File: config.mk
export PLATFORM = sky130hd
export DESIGN_NAME = mbit_trace_monitor
export DESIGN_NICKNAME = d
export VERILOG_FILES = /design/src/rtl/mbt_pkg.sv /design/src/rtl/mbt_regs.sv /design/src/rtl/mbt_match.sv /design/src/rtl/mbt_collect.sv /design/src/rtl/mbit_trace_monitor.sv
export SDC_FILE = /design/constraint.sdc
export NUM_CORES = 1
export LEC_CHECK = 0
export ABC_AREA = 1
export BUFFER_PORTS_ARGS = -buffer_cell sky130_fd_sc_hd__clkbuf_2
export CAP_MARGIN = 20
export CORE_MARGIN = 1.5
export CORE_UTILIZATION = 54
export CTS_CLUSTER_DIAMETER = 150
export DETAILED_ROUTE_END_ITERATION = 16
export GPL_TIMING_DRIVEN = 0
export PLACE_DENSITY_LB_ADDON = 0.12
export REMOVE_ABC_BUFFERS = 1
export SETUP_SLACK_MARGIN = 0.3
export SKIP_LAST_GASP = 1
export SLEW_MARGIN = 20
export SYNTH_ARGS = -nofsm -noshare
export SYNTH_HDL_FRONTEND = slang
export SYNTH_SLANG_ARGS = --single-unit
File: constraint.sdc
create_clock -name clk_i -period 5.03 [get_ports clk_i]
set_clock_uncertainty 0.1 [all_clocks]
set_input_delay 1.006 -clock clk_i [delete_from_list [all_inputs] [get_ports clk_i]]
set_output_delay 1.006 -clock clk_i [all_outputs]
set_load 0.02 [all_outputs]
File: src/rtl/mbt_pkg.sv
package mbt_pkg;
  localparam logic [11:0] OFF_CTRL  = 12'hA00;
  localparam logic [11:0] OFF_TSEN  = 12'hA04;
  localparam logic [11:0] OFF_TPAT0 = 12'hA08;
  localparam logic [11:0] OFF_TPAT1 = 12'hA0C;
  localparam logic [11:0] OFF_TMSK0 = 12'hA10;
  localparam logic [11:0] OFF_TMSK1 = 12'hA14;
  localparam logic [11:0] OFF_XPAT0 = 12'hA18;
  localparam logic [11:0] OFF_XPAT1 = 12'hA1C;
  localparam logic [11:0] OFF_XMSK0 = 12'hA20;
  localparam logic [11:0] OFF_XMSK1 = 12'hA24;
  localparam logic [11:0] OFF_MUX   = 12'hA80;

  typedef struct packed {
    logic ts_all;
    logic ts_xtrig;
    logic ts_patt;
  } tsen_t;
endpackage

File: src/rtl/mbt_regs.sv
module mbt_regs
  import mbt_pkg::*;
#(
  parameter int ELEM_W  = 32,
  parameter int MUX_CNT = 6
) (
  input  logic              clk_i,
  input  logic              rst_ni,
  input  logic              wr_i,
  input  logic [11:0]       addr_i,
  input  logic [31:0]       wdata_i,
  output logic [31:0]       rdata_o,
  output logic              en_o,
  output logic              toc_o,
  output tsen_t             tsen_o,
  output logic [ELEM_W-1:0] tpat_o,
  output logic [ELEM_W-1:0] tmsk_o,
  output logic [ELEM_W-1:0] xpat_o,
  output logic [ELEM_W-1:0] xmsk_o
);
  localparam logic [63:0] KEEP = (ELEM_W == 64) ? {64{1'b1}}
                                                : ((64'd1 << ELEM_W) - 64'd1);

  logic [1:0]  ctrl_q;
  tsen_t       tsen_q;
  logic [63:0] tpat_q, tmsk_q, xpat_q, xmsk_q;
  logic [31:0] mux_rdata;

  always_ff @(posedge clk_i or negedge rst_ni) begin
    if (!rst_ni) begin
      ctrl_q <= '0;
      tsen_q <= '0;
      tpat_q <= '0;
      tmsk_q <= '0;
      xpat_q <= '0;
      xmsk_q <= '0;
    end else if (wr_i) begin
      case (addr_i)
        OFF_CTRL:  ctrl_q         <= wdata_i[1:0];
        OFF_TSEN:  tsen_q         <= tsen_t'(wdata_i[2:0]);
        OFF_TPAT0: tpat_q[31:0]   <= wdata_i & KEEP[31:0];
        OFF_TPAT1: tpat_q[63:32]  <= wdata_i & KEEP[63:32];
        OFF_TMSK0: tmsk_q[31:0]   <= wdata_i & KEEP[31:0];
        OFF_TMSK1: tmsk_q[63:32]  <= wdata_i & KEEP[63:32];
        OFF_XPAT0: xpat_q[31:0]   <= wdata_i & KEEP[31:0];
        OFF_XPAT1: xpat_q[63:32]  <= wdata_i & KEEP[63:32];
        OFF_XMSK0: xmsk_q[31:0]   <= wdata_i & KEEP[31:0];
        OFF_XMSK1: xmsk_q[63:32]  <= wdata_i & KEEP[63:32];
        default: ;
      endcase
    end
  end

  generate
    if (MUX_CNT > 0) begin : g_mux
      logic [31:0] mux_q [MUX_CNT];

      always_ff @(posedge clk_i or negedge rst_ni) begin
        if (!rst_ni) begin
          for (int i = 0; i < MUX_CNT; i++) mux_q[i] <= '0;
        end else if (wr_i) begin
          for (int i = 0; i < MUX_CNT; i++)
            if (addr_i == OFF_MUX + 12'(4 * i)) mux_q[i] <= wdata_i;
        end
      end

      always_comb begin
        mux_rdata = '0;
        for (int i = 0; i < MUX_CNT; i++)
          if (addr_i == OFF_MUX + 12'(4 * i)) mux_rdata = mux_q[i];
      end
    end else begin : g_no_mux
      assign mux_rdata = '0;
    end
  endgenerate

  always_comb begin
    case (addr_i)
      OFF_CTRL:  rdata_o = {30'b0, ctrl_q};
      OFF_TSEN:  rdata_o = {29'b0, tsen_q};
      OFF_TPAT0: rdata_o = tpat_q[31:0];
      OFF_TPAT1: rdata_o = tpat_q[63:32];
      OFF_TMSK0: rdata_o = tmsk_q[31:0];
      OFF_TMSK1: rdata_o = tmsk_q[63:32];
      OFF_XPAT0: rdata_o = xpat_q[31:0];
      OFF_XPAT1: rdata_o = xpat_q[63:32];
      OFF_XMSK0: rdata_o = xmsk_q[31:0];
      OFF_XMSK1: rdata_o = xmsk_q[63:32];
      default:   rdata_o = mux_rdata;
    endcase
  end

  assign en_o   = ctrl_q[0];
  assign toc_o  = ctrl_q[1];
  assign tsen_o = tsen_q;
  assign tpat_o = tpat_q[ELEM_W-1:0];
  assign tmsk_o = tmsk_q[ELEM_W-1:0];
  assign xpat_o = xpat_q[ELEM_W-1:0];
  assign xmsk_o = xmsk_q[ELEM_W-1:0];

  a_r1_ctrl_write: assert property (@(posedge clk_i) disable iff (!rst_ni)
    (wr_i && addr_i == OFF_CTRL) |=> (en_o == $past(wdata_i[0])));
endmodule

File: src/rtl/mbt_match.sv
module mbt_match #(
  parameter int W = 32
) (
  input  logic [W-1:0] data_i,
  input  logic [W-1:0] pat_i,
  input  logic [W-1:0] msk_i,
  output logic         hit_o
);
  // mask bit 1 = compared, 0 = don't care
  assign hit_o = ~|((data_i ^ pat_i) & msk_i);
endmodule

File: src/rtl/mbt_collect.sv
module mbt_collect #(
  parameter int W = 32
) (
  input  logic         clk_i,
  input  logic         rst_ni,
  input  logic         en_i,
  input  logic         toc_i,
  input  logic         vld_i,
  input  logic [W-1:0] data_i,
  output logic         take_o,
  output logic         elem_valid_o,
  output logic [W-1:0] elem_data_o
);
  logic [W-1:0] ref_q;
  logic         ref_vld_q;
  logic         acc;

  assign acc    = en_i & vld_i;
  assign take_o = acc & (~toc_i | ~ref_vld_q | (data_i != ref_q));

  always_ff @(posedge clk_i or negedge rst_ni) begin
    if (!rst_ni) begin
      ref_q        <= '0;
      ref_vld_q    <= 1'b0;
      elem_valid_o <= 1'b0;
      elem_data_o  <= '0;
    end else begin
      elem_valid_o <= take_o;
      if (take_o) elem_data_o <= data_i;
      if (!en_i) begin
        ref_vld_q <= 1'b0;
      end else if (take_o) begin
        ref_vld_q <= 1'b1;
        ref_q     <= data_i;
      end
    end
  end

  a_r2_off_silent: assert property (@(posedge clk_i) disable iff (!rst_ni)
    !en_i |=> !elem_valid_o);
  a_r3_cont_every: assert property (@(posedge clk_i) disable iff (!rst_ni)
    (en_i && !toc_i && vld_i) |=> (elem_valid_o && elem_data_o == $past(data_i)));
  a_r4_toc_repeat: assert property (@(posedge clk_i) disable iff (!rst_ni)
    (en_i && toc_i && vld_i && elem_valid_o && data_i == elem_data_o) |=> !elem_valid_o);
endmodule

File: src/rtl/mbit_trace_monitor.sv
module mbit_trace_monitor
  import mbt_pkg::*;
#(
  parameter int ELEM_W  = 32,
  parameter int MUX_CNT = 6
) (
  input  logic              clk_i,
  input  logic              rst_ni,
  input  logic              reg_wr_i,
  input  logic [11:0]       reg_addr_i,
  input  logic [31:0]       reg_wdata_i,
  output logic [31:0]       reg_rdata_o,
  input  logic              smp_valid_i,
  input  logic [ELEM_W-1:0] smp_data_i,
  input  logic              xtrig_ts_req_i,
  output logic              elem_valid_o,
  output logic [ELEM_W-1:0] elem_data_o,
  output logic              ts_req_o,
  output logic              trig_o
);
  logic              en, toc, take, t_hit, x_hit, acc;
  tsen_t             tsen;
  logic [ELEM_W-1:0] tpat, tmsk, xpat, xmsk;

  mbt_regs #(.ELEM_W(ELEM_W), .MUX_CNT(MUX_CNT)) u_regs (
    .clk_i, .rst_ni,
    .wr_i(reg_wr_i), .addr_i(reg_addr_i), .wdata_i(reg_wdata_i), .rdata_o(reg_rdata_o),
    .en_o(en), .toc_o(toc), .tsen_o(tsen),
    .tpat_o(tpat), .tmsk_o(tmsk), .xpat_o(xpat), .xmsk_o(xmsk)
  );

  mbt_collect #(.W(ELEM_W)) u_collect (
    .clk_i, .rst_ni,
    .en_i(en), .toc_i(toc), .vld_i(smp_valid_i), .data_i(smp_data_i),
    .take_o(take), .elem_valid_o, .elem_data_o
  );

  mbt_match #(.W(ELEM_W)) u_ts_match (
    .data_i(smp_data_i), .pat_i(tpat), .msk_i(tmsk), .hit_o(t_hit)
  );

  mbt_match #(.W(ELEM_W)) u_trig_match (
    .data_i(smp_data_i), .pat_i(xpat), .msk_i(xmsk), .hit_o(x_hit)
  );

  assign acc = en & smp_valid_i;

  always_ff @(posedge clk_i or negedge rst_ni) begin
    if (!rst_ni) begin
      trig_o   <= 1'b0;
      ts_req_o <= 1'b0;
    end else begin
      trig_o   <= acc & x_hit;
      ts_req_o <= (acc & tsen.ts_patt & t_hit)
                | (tsen.ts_all & take)
                | (tsen.ts_xtrig & en & xtrig_ts_req_i);
    end
  end

  a_r5_trig_off: assert property (@(posedge clk_i) disable iff (!rst_ni)
    !en |=> !trig_o);
  a_r7_xtrig_ts: assert property (@(posedge clk_i) disable iff (!rst_ni)
    (en && tsen.ts_xtrig && xtrig_ts_req_i) |=> ts_req_o);
  a_r8_ts_all: assert property (@(posedge clk_i) disable iff (!rst_ni)
    (tsen.ts_all && take) |=> (ts_req_o && elem_valid_o));
endmodule

==> flow_metrics.py <==
metrics = {
    "global_routing": {
        "antenna_found_initial": 0,
        "grt_usage_pct": 31.1,
        "grt_pass1_wl_um": 86600,
        "overflow": 0,
        "grt_max_degree": 79,
        "grt_pass1_vias": 15400,
    },
    "synthesis": {
        "yosys-top-cells-area": "dfrtp_1 52%, nand2_1 18%, o21ai_0 9.6%",
        "synth.distinct_cells": 36,
        "synth_top_area_share_pct": 52.1,
        "ys.flop_type": "dfrtp_1",
        "yosys_warnings": 0,
        "avgSynthCellArea_um2": 7.73,
        "synthMostInstantiatedCell": "nand2_1",
        "synth_edf_count": 0,
        "synth-seq-cells": 393,
        "async_flop_share_pct": 100,
        "yosys.area.top_type": "dfrtp_1",
        "netlist_instances": 2441,
        "ys_seq_area_share_pct": 52.1,
        "synth_area_um2": 18900,
        "netlist_top_cells_count": "897 x nand2_1, 393 x dfrtp_1, 362 x o21ai_0",
    },
    "routing": {
        "routed_wl_um": 55500,
        "dr.pass1.iters": 5,
        "remaining_drc_errors": 0,
        "viasPerCell": 5.55,
        "wire_per_inst_um": 18.4,
        "vias": 16800,
        "ant_nets": 0,
        "drt_iter0_markers": 1565,
    },
    "sta": {
        "setup_viol": 0,
        "layout_setup_ws_ps": 439,
        "fmaxAchievable_mhz": 218,
        "worst_slew_pin_slew_ps": 1050,
        "rsz0062_at_grt": "no",
        "finalCritPeriodShare_pct": 91.3,
        "final_hold_viol_count": 0,
        "timing.final.crit_period_ps": 4590,
        "timing.hold.ws_ps": 328,
        "slew_headroom_pct": 30.0,
        "final_max_slew_viol_count": 0,
    },
    "placement": {
        "placed_area_um2": 19900,
        "preCtsSetupSlack_ps": -300,
        "gp_congestion": 0.905,
        "placed_cells": 2931,
        "dpl.hpwl_um": 35100,
        "port-buffer-count": 147,
    },
    "floorplanning": {
        "ios": 148,
        "start_util_pct": 54.8,
        "die_y_um": 190,
        "rows": 68,
        "coreArea_um2": 34500,
        "die_w_um": 190,
        "dieArea_um2": 36100,
    },
    "layout": {
        "n_fill_cell": 3147,
        "stdcell_count": 3025,
        "fin_nets": 2619,
        "drive_gt1_share_pct": 11.6,
        "finalInstanceArea_um2": 21600,
        "syn_to_final_growth_pct": 14.5,
        "diodes": 0,
    },
    "cts": {
        "htree_levels": 2,
        "clkSinkCount": 393,
        "cts_inserted_buffers": 42,
        "cts_max_path_buffers": 3,
        "root_buffer": "clkbuf_16",
        "clk_latency_ps": 550,
        "tritoncts": "built",
        "clkSlewWorstSetupHoldPaths_ps": 60,
    },
    "worst_setup_path": {
        "crit_chain": "buf_2 > inv_1 > nand2_1 > nor2_2 > nand2_1 > inv_2 > nand2_8 > nor2_1 > a211oi_1 > nand2_1 > clkbuf_2",
        "crit_slowest_cell": "a211oi_1",
        "critPathMaxFanout": 30,
        "end_kind": "output port",
        "required_ps": 3920,
        "critPathLaunchType": "input port",
        "cpMostUsedCell": "nand2_1",
        "cpPeakStageDelay_ps": 530,
        "critPathKind": "input port to output port",
        "arrival_ps": 3490,
    },
    "power": {
        "peakVddDrop_mv": 0.214,
        "total_power_w": 0.00673,
        "leakage_nw": 10.6,
        "powerDensity_nw_per_um2": 311,
    },
    "run_status": {
        "status": "finished clean",
    },
    "hold_path": {
        "hp-class": "input port to async pin",
    },
    "run": {
        "drv_cap": 0,
    },
}
what timing repair did:
action | in CTS | in global routing
resized for setup | 8 | 6
gates cloned | 3 | 2
pin swaps | 3 | 4
hold buffers | 0 | 0
setup buffers | 8 | 5
endpoints found under the setup margin | 32 | 32
final cells by class:
class	count	area (µm²)	area share [%]
flip-flops and latches	393	9830	45.5
well taps	455	569	2.63
clock inverters	6	80.1	0.371
repair buffers	171	1130	5.22
multi-input cells	1726	7850	36.3
inverters	204	778	3.60
clock buffers	70	1370	6.34
logic make-up after synthesis:
family | share of synthesized area (%)
xor+xnor | 0.789
flops | 52.1
simple gates | 27.0
buf+inv | 7.09
compound gates | 13.0
final timing paths:
kind                                                       startpoint                                    end  slack [ps]  cells after the start
max in group asynchronous                                      rst_ni     u_regs.g_mux.mux_q[98]$_DFFE_PN0P_        3490                      3
worst min-delay path                                           rst_ni  u_collect.elem_data_o[11]$_DFFE_PN0N_         330                      1
worst min register to register  u_collect.elem_data_o[14]$_DFFE_PN0N_  u_collect.elem_data_o[14]$_DFFE_PN0N_         370                      2
worst max-delay path                                    reg_addr_i[2]                        reg_rdata_o[26]         440                     11
worst max register to register        u_collect.ref_q[18]$_DFFE_PN0P_        u_collect.ref_q[10]$_DFFE_PN0P_        2010                      9
min in group clk_i              u_collect.elem_data_o[14]$_DFFE_PN0N_  u_collect.elem_data_o[14]$_DFFE_PN0N_         370                      2
critical path: cells and delay by family:
kind | cells | cell delay, ps
AOI/OAI and AO/OA | 1 | 530
buffers and inverters | 4 | 960
and+or+nand+nor | 6 | 980
report_power, final:
group          internal, W  leakage [nW]  switching [W]  total, W
Combinational    0.0000751          4.40       0.000234  0.000309
Sequential         0.00319          5.49      0.0000175   0.00321
Clock              0.00195         0.718        0.00126   0.00321
Total              0.00522          10.6        0.00151   0.00673
flip-flops by register name, summed over array words and instances, names as in the netlist:
signal / flops
ts_req_o: 1
u_regs.g_mux.mux_q: 192
u_regs.xmsk_q: 32
u_regs.ctrl_q: 2
trig_o: 1
u_collect.ref_vld_q: 1
u_regs.tsen_o: 3
u_regs.xpat_q: 32
u_collect.elem_valid_o: 1
u_regs.tmsk_q: 32
u_regs.tpat_q: 32
u_collect.ref_q: 32
u_collect.elem_data_o: 32
cells in the final DEF (no fill, tap or decap), types with 23 or more instances in the layout:
| master | n |
|---|---|
| o2111ai_1 | 23 |
| dfrtp_1 | 393 |
| nand2_1 | 894 |
| o21ai_0 | 362 |
| nand3_1 | 157 |
| clkbuf_16 | 45 |
| clkbuf_2 | 145 |
| inv_1 | 185 |
| o21ai_1 | 37 |
| nor2_1 | 119 |
per-layer routing:
layer / GRT usage [%] / share of wire (%) / up-vias
li1: - / - / 8041
met1: 46.1 / 44 / 7956
met2: 46.7 / 45 / 699
met3: 4.39 / 7.9 / 95
met4: 11.1 / 3.3 / 0
met5: 0 / 0 / -
per-stage QoR:
| stage | setup TNS [ps] | util (%) |
|---|---|---|
| detailed placement | -4950 | 57.8 |
| global route | 0 | 62.7 |
| global placement | -2340720 | 56.9 |
| finish | 0 | 62.7 |
| floorplan | 0 | - |
| CTS | 0 | 62.4 |
No activity file was read; power rests on OpenSTA's default activity.
